===== src/rtl/exc_vec_pkg.sv =====
package exc_vec_pkg;
  localparam int AW = 32;

  localparam logic [4:0] KIND_IRQ       = 5'd0;
  localparam logic [4:0] KIND_TLB_LOAD  = 5'd2;
  localparam logic [4:0] KIND_TLB_STORE = 5'd3;
  localparam logic [4:0] KIND_COP_UNUSE = 5'd11;
  localparam logic [4:0] KIND_CACHE_ERR = 5'd30;
  localparam logic [4:0] KIND_NMI       = 5'd31;

  localparam int CAUSE_EC_LSB = 2;
  localparam int CAUSE_CE_LSB = 28;
  localparam int CAUSE_BD_BIT = 31;

  localparam logic [AW-1:0] BOOT_BASE    = 32'hBFC0_0200;
  localparam logic [AW-1:0] NMI_VECTOR   = 32'hBFC0_0000;
  localparam logic [AW-1:0] OFF_GENERAL  = 32'h0000_0180;
  localparam logic [AW-1:0] OFF_REFILL   = 32'h0000_0000;
  localparam logic [AW-1:0] OFF_IRQ      = 32'h0000_0200;
  localparam logic [AW-1:0] OFF_CERR_BEV = 32'h0000_0100;
  localparam logic [AW-1:0] OFF_CERR     = 32'h2000_0100;

  typedef struct packed {
    logic [AW-1:0] new_pc;
    logic          epc_we;
    logic [AW-1:0] epc_wdata;
    logic          errpc_we;
    logic [AW-1:0] errpc_wdata;
    logic          cause_we;
    logic [AW-1:0] cause_wdata;
    logic          exl;
    logic          erl;
    logic          bev;
  } exc_result_t;
endpackage


===== src/rtl/exc_irq_vector.sv =====
module exc_irq_vector #(
  parameter int LINES = 8,
  localparam int VW = (LINES > 1) ? $clog2(LINES) : 1
) (
  input  logic [LINES-1:0] pending,
  input  logic [LINES-1:0] mask,
  output logic [VW-1:0]    vec
);
  logic [LINES-1:0] live;
  assign live = pending & mask;

  // Ascending scan: the last live line found (the highest) wins; line 0 never selects.
  always_comb begin
    vec = '0;
    for (int i = 1; i < LINES; i++) begin
      if (live[i]) vec = VW'(i);
    end
  end
endmodule


===== src/rtl/exc_offset_sel.sv =====
module exc_offset_sel
  import exc_vec_pkg::*;
#(
  parameter int VW        = 3,
  parameter int SPACING_W = 5
) (
  input  logic [4:0]           kind,
  input  logic                 refill,
  input  logic                 exl,
  input  logic                 bev,
  input  logic                 iv,
  input  logic                 vec_en,
  input  logic [VW-1:0]        vec,
  input  logic [SPACING_W-1:0] spacing,
  output logic [AW-1:0]        offset
);
  logic [AW-1:0] step;
  assign step = AW'(spacing) << 5;

  always_comb begin
    offset = OFF_GENERAL;
    unique case (kind)
      KIND_IRQ: begin
        if (vec_en)  offset = OFF_IRQ + AW'(vec) * step;
        else if (iv) offset = OFF_IRQ;
      end
      KIND_TLB_LOAD, KIND_TLB_STORE: begin
        if (refill && !exl) offset = OFF_REFILL;
      end
      KIND_CACHE_ERR: offset = bev ? OFF_CERR_BEV : OFF_CERR;
      default: offset = OFF_GENERAL;
    endcase
  end
endmodule


===== src/rtl/exc_vector_unit.sv =====
module exc_vector_unit
  import exc_vec_pkg::*;
#(
  parameter int IRQ_LINES = 8,
  parameter int SPACING_W = 5,
  localparam int VW = (IRQ_LINES > 1) ? $clog2(IRQ_LINES) : 1
) (
  input  logic                 clk,
  input  logic                 rst_n,
  input  logic                 req_valid,
  output logic                 req_ready,
  input  logic [4:0]           req_kind,
  input  logic                 req_refill,
  input  logic [1:0]           cop_num,
  input  logic [31:0]          cur_pc,
  input  logic                 in_delay_slot,
  input  logic                 st_exl,
  input  logic                 st_erl,
  input  logic                 st_bev,
  input  logic [31:0]          ebase,
  input  logic [31:0]          cause_in,
  input  logic                 cause_iv,
  input  logic                 vec_en,
  input  logic [SPACING_W-1:0] vec_spacing,
  input  logic [IRQ_LINES-1:0] irq_pending,
  input  logic [IRQ_LINES-1:0] irq_mask,
  output logic                 redirect,
  output logic [31:0]          new_pc,
  output logic                 epc_we,
  output logic [31:0]          epc_wdata,
  output logic                 errpc_we,
  output logic [31:0]          errpc_wdata,
  output logic                 cause_we,
  output logic [31:0]          cause_wdata,
  output logic                 exl_o,
  output logic                 erl_o,
  output logic                 bev_o
);
  logic [VW-1:0] vec;
  logic [AW-1:0] offset;
  logic [AW-1:0] base;
  logic [AW-1:0] resume_pc;
  logic          is_nmi;
  logic          accept;
  exc_result_t   nxt, res_q;
  logic          strobe_q;

  exc_irq_vector #(.LINES(IRQ_LINES)) u_vec (
    .pending (irq_pending),
    .mask    (irq_mask),
    .vec     (vec)
  );

  exc_offset_sel #(.VW(VW), .SPACING_W(SPACING_W)) u_off (
    .kind    (req_kind),
    .refill  (req_refill),
    .exl     (st_exl),
    .bev     (st_bev),
    .iv      (cause_iv),
    .vec_en  (vec_en),
    .vec     (vec),
    .spacing (vec_spacing),
    .offset  (offset)
  );

  assign is_nmi    = (req_kind == KIND_NMI);
  assign base      = st_bev ? BOOT_BASE : {ebase[AW-1:10], 10'b0};
  assign resume_pc = in_delay_slot ? (cur_pc - 32'd4) : cur_pc;
  assign req_ready = ~strobe_q;
  assign accept    = req_valid & req_ready;

  always_comb begin
    nxt             = '0;
    nxt.cause_wdata = cause_in;
    nxt.exl         = st_exl;
    nxt.erl         = st_erl;
    nxt.bev         = st_bev;
    if (is_nmi) begin
      nxt.new_pc      = NMI_VECTOR;
      nxt.errpc_we    = 1'b1;
      nxt.errpc_wdata = resume_pc;
      nxt.erl         = 1'b1;
      nxt.bev         = 1'b1;
    end else begin
      nxt.new_pc   = base + offset;
      nxt.cause_we = 1'b1;
      nxt.cause_wdata[CAUSE_EC_LSB +: 5] = req_kind;
      if (req_kind == KIND_COP_UNUSE)
        nxt.cause_wdata[CAUSE_CE_LSB +: 2] = cop_num;
      if (!st_exl) begin
        nxt.epc_we    = 1'b1;
        nxt.epc_wdata = resume_pc;
        nxt.cause_wdata[CAUSE_BD_BIT] = in_delay_slot;
      end
      nxt.exl = 1'b1;
    end
  end

  always_ff @(posedge clk or negedge rst_n) begin
    if (!rst_n) begin
      strobe_q <= 1'b0;
      res_q    <= '0;
    end else begin
      strobe_q <= accept;
      if (accept) res_q <= nxt;
      else begin
        res_q.epc_we   <= 1'b0;
        res_q.errpc_we <= 1'b0;
        res_q.cause_we <= 1'b0;
      end
    end
  end

  assign redirect    = strobe_q;
  assign new_pc      = res_q.new_pc;
  assign epc_we      = res_q.epc_we;
  assign epc_wdata   = res_q.epc_wdata;
  assign errpc_we    = res_q.errpc_we;
  assign errpc_wdata = res_q.errpc_wdata;
  assign cause_we    = res_q.cause_we;
  assign cause_wdata = res_q.cause_wdata;
  assign exl_o       = res_q.exl;
  assign erl_o       = res_q.erl;
  assign bev_o       = res_q.bev;
endmodule


===== config.mk =====
export PLATFORM = sky130hd
export DESIGN_NAME = exc_vector_unit
export DESIGN_NICKNAME = d
export VERILOG_FILES = /design/src/rtl/exc_vec_pkg.sv /design/src/rtl/exc_irq_vector.sv /design/src/rtl/exc_offset_sel.sv /design/src/rtl/exc_vector_unit.sv
export SDC_FILE = /design/constraint.sdc
export NUM_CORES = 1
export LEC_CHECK = 0
export CORE_ASPECT_RATIO = 0.7
export CORE_UTILIZATION = 65
export DETAILED_ROUTE_END_ITERATION = 6
export DONT_BUFFER_PORTS = 1
export PLACE_DENSITY = 0.92
export SLEW_MARGIN = 20
export SYNTH_ARGS = -nofsm -noshare
export SYNTH_HDL_FRONTEND = slang
export SYNTH_SLANG_ARGS = --single-unit
export TNS_END_PERCENT = 5

===== constraint.sdc =====
create_clock -name clk -period 2.71 [get_ports clk]
set_input_delay 0.1355 -clock clk [delete_from_list [all_inputs] [get_ports clk]]
set_output_delay 0.1355 -clock clk [all_outputs]
set_load 0.1 [all_outputs]

## Yosys cells after proc, flatten, opt, wreduce, memory -nomap -nowiden

Index checks and enable logic that the tools add are counted.

- Output and inout port bits: 136
- Flip-flop bits (word level): 135
- Input port bits: 134
- Logic and storage cells: 55

- $mul: 1
- $add $sub $neg: 3
- Bitwise gates (word level): 3
- Eq/ne operators: 5
- Multiplexer cells: 28
- Reductions and logical operators: 4

Operators with widths:

| kind | number |
|---|---|
| $mux 32 | 4 |
| $mux 33 | 3 |
| $pmux 32 s3 | 1 |
| $add 10x32->32 const A | 1 |
| $add 32x32->32 | 1 |
| $sub 32x3->32 const B | 1 |
| $mux 30 | 1 |
| $mux 2 | 6 |
| $mux 3 | 4 |
| $eq 5x2->1 const B | 2 |
| $eq 5x5->1 const B | 2 |
| $mux 10 | 1 |
| $mux 9 | 1 |
| $and 8x8->8 | 1 |
| $mul 3x5->8 | 1 |
| $mux 1 | 6 |
| $eq 5x4->1 const B | 1 |
| $logic_not 5->1 | 1 |
| $mux 5 | 1 |
| $reduce_or 2->1 | 1 |
| $and 1x1->1 | 1 |
| $logic_and 1x1->1 | 1 |
| $logic_not 1->1 | 1 |
| $not 1->1 | 1 |

## Depth between registers and ports, before layout

- Depth after elaboration: 14
- Depth in mapped cells: 21
- Mapped depth without buffers: 21

## Modules after synthesis

From an unflattened synthesis, not the netlist that was laid out.

- Cell total of the unflattened synthesis: 885
- Area total of the unflattened synthesis: 7683.6 µm²

By module, submodules not included:

| module | sequential area each (µm²) | times used | cells an instance | area each (µm²) |
|---|---|---|---|---|
| exc_vector_unit | 3378.2 | 1 | 774 | 6856.6 |
| exc_offset_sel | 0.0 | 1 | 99 | 752.0 |
| exc_irq_vector | 0.0 | 1 | 12 | 75.1 |

## Least setup slack after synthesis

Ideal clock, no wire load.

- Kind: input to register
- Start: input irq_pending[2]
- End: register res_q (netlist bit new_pc[27])
- Arrival time: 4.405 ns
- Cell stages on the path: 21
- Path buffers: 0
- Library setup time: 0.129 ns
- Setup slack: -1.825 ns
- Data required time: 2.581 ns
- Cells stage by stage: nand2_1 > a32o_1 > a22o_1 > a22o_1 > nand2_1 > fa_1 > inv_1 > ha_1 > inv_1 > fa_1 > xor2_1 > inv_1 > ha_1 > or3_1 > a21oi_1 > ha_1 > nor2b_1 > o31a_1 > o2111ai_1 > nor2_1 > o41a_1

- Cells in the longest elaborated chain, start to end: 13

Ends and longest elaborated chain:

| item | RTL line | source |
|---|---|---|
| start: declaration | exc_vector_unit.sv:25 | `input logic [IRQ_LINES-1:0] irq_pending,` |
| $and 8x8->8 | exc_irq_vector.sv:10 | `assign live = pending & mask;` |
| $mux 2 (2 in series) | exc_irq_vector.sv:16 | `if (live[i]) vec = VW'(i);` |
| $mux 3 (4 in series) | exc_irq_vector.sv:16 |  |
| $mul 3x5->8 | exc_offset_sel.sv:24 | `if (vec_en) offset = OFF_IRQ + AW'(vec) * step;` |
| $add 10x32->32 | exc_offset_sel.sv:24 |  |
| $mux 32 | exc_offset_sel.sv:24 |  |
| $pmux 32 s3 | exc_offset_sel.sv:22 | `unique case (kind)` |
| $add 32x32->32 | exc_vector_unit.sv:85 | `nxt.new_pc = base + offset;` |
| $mux 32 | exc_vector_unit.sv:78 | `if (is_nmi) begin` |
| end signal: assignment | exc_vector_unit.sv:105 | `if (accept) res_q <= nxt;` |
| end: declaration | exc_vector_unit.sv:45 | `exc_result_t nxt, res_q;` |

Every way passes these cells.
A chain may end at the register's enable or synchronous reset.

## Final worst setup path

- Start: input irq_mask[1]
- End: register res_q (netlist bit new_pc[27])

- Cells in the longest elaborated chain, start to end: 14

Ends and longest elaborated chain:

| item | RTL line | source |
|---|---|---|
| start: declaration | exc_vector_unit.sv:26 | `input logic [IRQ_LINES-1:0] irq_mask,` |
| $and 8x8->8 | exc_irq_vector.sv:10 |  |
| $mux 1 | exc_irq_vector.sv:16 |  |
| $mux 2 (2 in series) | exc_irq_vector.sv:16 |  |
| $mux 3 (4 in series) | exc_irq_vector.sv:16 |  |
| $mul 3x5->8 | exc_offset_sel.sv:24 |  |
| $add 10x32->32 | exc_offset_sel.sv:24 |  |
| $mux 32 | exc_offset_sel.sv:24 |  |
| $pmux 32 s3 | exc_offset_sel.sv:22 |  |
| $add 32x32->32 | exc_vector_unit.sv:85 |  |
| $mux 32 | exc_vector_unit.sv:78 |  |

Every way passes these cells.

==> impl_metrics.json <==
{
  "crit_path_max_fanout": 5,
  "portBuffers": 0,
  "synth_cell_type_count": 57,
  "rsz0062_at_grt": "yes",
  "routabilityCongestion": 0.971,
  "syn_avg_cell_area_um2": 9.10,
  "maxSlewViolCount": 0,
  "drive_above_1_share_pct": 21.6,
  "crit_chain": "a32o_1, a22o_1, a22o_1, nand2_1, fa_1, inv_1, ha_1, o21ai_0, o21ai_0, a21oi_1, nand2b_1, mux2i_1, ha_2, o21a_1, o31a_1, o2111ai_4, buf_4, o32a_1, o41a_1",
  "synth_edf_count": 0,
  "layout_common_cells": "204 x nand2_1, 130 x dfrtp_1, 108 x buf_4",
  "root_buffer": "clkbuf_16",
  "synth-async-reset-ratio_pct": 100,
  "fin_crit_sh_pct": 166,
  "post_drt_wl_per_cell_um": 27.7,
  "ys_seq_area_share_pct": 47.7,
  "max-cap-violations": 0,
  "slew_headroom_pct": 32.1,
  "synth_area_um2": 6820,
  "cp-end-kind": "flip-flop",
  "required_ps": 3000,
  "critPathBufInv": 2,
  "cts_tree": "built",
  "clk_latency_ps": 420,
  "final_common_cell": "nand2_1",
  "grt_pass1_vias": 7603,
  "dpl_worst_slack_ps": -1980,
  "path_class": "in2reg",
  "ys.flop_type": "dfrtp_1",
  "whs_ps": -590,
  "nets": 1076,
  "fin_ws_ps": -1780,
  "via_per_inst": 7.41,
  "slowest_delay_ps": 460,
  "fillers": 307,
  "coreArea_um2": 9950,
  "start_util_pct": 68.5,
  "synth_top_area_share_pct": 47.7,
  "cp_top_family": "compound AO/OA/AOI/OAI gates",
  "synth_area_leaders": "dfrtp_1 48%, nand2_1 11%, o21ai_0 4.8%, xnor2_1 4.2%, o31ai_1 3.0%",
  "grt_pass1_wl_um": 40800,
  "area_growth_syn_to_layout_pct": 36.6,
  "startpoint": "irq_mask[1]",
  "grt_overflow_total": 0,
  "die_area_um2": 10900,
  "p_leak_uw": 0.00419,
  "regArea_um2": 3250,
  "cellPowerDensity_nw_per_um2": 740,
  "min_path_type": "in2async",
  "setup_tns_ps": -32450,
  "die_height_um": 87.7,
  "core.rowCount": 30,
  "grt_use_total_pct": 49.5,
  "max_slew.worst_pin.slew_ps": 1020,
  "skew_ps": 10.1,
  "ys_ff_latch": 130,
  "vias": 7902,
  "drcViolationCount": 76,
  "firstDrtPassIters": 7,
  "clkTransAtPathRegs_ps": 60,
  "crit_path_top_delay_cell": "fa_1",
  "setup_viol": 22,
  "htreeDepth": 4,
  "cts.sinks": 130,
  "power_uw": 6890,
  "hold_viol_final": 132,
  "io_pins": 270,
  "die_x_um": 124,
  "multi_input_area_um2": 3580,
  "grt_max_degree": 131,
  "cts_max_path_buffers": 2,
  "synth_top_area_cell": "dfrtp_1",
  "place_hpwl_um": 14600,
  "max-vdd-ir-drop_mv": 0.730,
  "cts_buffers": 17,
  "yosys_warnings": 0,
  "min_period_ps": 4490,
  "status": "finished with violations",
  "worstSetupStartpointType": "primary input",
  "fmax_mhz": 223,
  "drtIter0Drc": 1585,
  "wl_um": 29500,
  "syn_inst": 749,
  "cp.arrival_ps": 4780,
  "ant_nets": 0,
  "antenna_found_initial": 2,
  "r2r_start": "redirect",
  "violations": "design-rule violations, negative hold slack, negative setup slack"
}
==> timing repair <==
action,4_1_cts,5_1_grt
buffers inserted,4,2
endpoints found under the hold margin,224,131
pin swaps,21,17
gates resized for setup,21,27
setup endpoints to repair,22,23
hold buffers,80,1
==> sequential cells by signal, indices dropped and copies added, names as in the netlist <==
register,flops
bev_o,1
epc_we,1
exl_o,1
new_pc,27
epc_wdata,32
cause_wdata,32
errpc_we,1
erl_o,1
cause_we,1
redirect,1
errpc_wdata,32
==> cell type report <==
cell class                      instances  share of cell area (%)
Sequential cell                       130                    34.9
Antenna cell                            3                  0.0806
Inverter                               22                   0.887
Multi-Input combinational cell        559                    38.5
Timing Repair Buffer                  192                    17.9
Tap cell                              128                    1.72
Clock inverter                         13                    1.20
Clock buffer                           19                    4.86
==> worst reg2reg max path, delay by kind of cell, from the launching register on <==
family | cells | cell delay [ps]
compound gates | 1 | 290
buf+inv | 4 | 1470
flops | 1 | 390
simple gates | 2 | 320
==> report_power, final <==
part / internal, uW / total [uW] / switching [uW]
Clock: 1310 / 2240 / 928
Combinational: 490 / 1750 / 1260
Sequential: 2100 / 2900 / 803
Total: 3890 / 6890 / 2990
==> worst paths after layout <==
kind                                         to  slack [ps]  cells after the start
worst min register to register     epc_wdata[5]         520                      2
worst max-delay path                 new_pc[27]       -1780                     19
worst max register to register   cause_wdata[6]         180                      7
worst min-delay path                 new_pc[15]        -590                      0
max in group asynchronous       cause_wdata[24]        3110                      0
min in group clk                errpc_wdata[24]         -20                      2
==> logic make-up (layout without fill, tap and decap cells) <==
| logic type | Yosys count | count (layout) | synth area share, % |
|---|---|---|---|
| XOR/XNOR | 44 | 44 | 5.65 |
| AO/OA/AOI/OAI | 151 | 151 | 14.2 |
| multiplexers | 5 | 5 | 0.752 |
| other | 1 | 8 | 0.0550 |
| adder cells (fa/ha/maj) | 20 | 20 | 4.22 |
| AND/OR/NAND/NOR | 334 | 334 | 23.4 |
| buffers and inverters | 64 | 246 | 4.04 |
| flip-flops | 130 | 130 | 47.7 |
==> synthesized netlist by cell type, types with 4 or more instances <==
cell,n
a21oi_1,14
a31oi_1,7
and2_1,7
buf_2,7
buf_4,5
clkbuf_1,27
dfrtp_1,130
fa_1,5
ha_1,15
inv_1,21
mux2i_1,4
nand2_1,206
nand2b_1,5
nand3_1,6
nor2_1,34
nor2b_1,9
nor3_1,10
nor4_1,14
nor4_4,4
o2111ai_1,4
o21ai_0,65
o31ai_1,27
o41ai_1,5
or2_2,6
or3_1,7
or4_1,5
xnor2_1,33
xor2_1,11
==> per-layer routing <==
| layer | GRT usage [%] | vias up | part of all wire, % |
|---|---|---|---|
| li1 | - | 2914 | - |
| met1 | 53.3 | 3560 | 30 |
| met2 | 80.6 | 1011 | 43 |
| met3 | 17.0 | 417 | 14 |
| met4 | 42.8 | 0 | 12 |
| met5 | 0 | - | 0 |
==> stage by stage <==
stage	std cells	hold slack, ps	util, %	cell area, um^2
3_5_place_dp	944	-158	77.1	7670
3_3_place_gp	944	-158	77.1	7670
6_report	1066	-590	93.6	9310
4_1_cts	1060	-595	92.0	9150
5_1_grt	1064	-595	93.6	9310
2_1_floorplan	753	-160	-	6890
No activity file was read; power rests on OpenSTA's default activity.
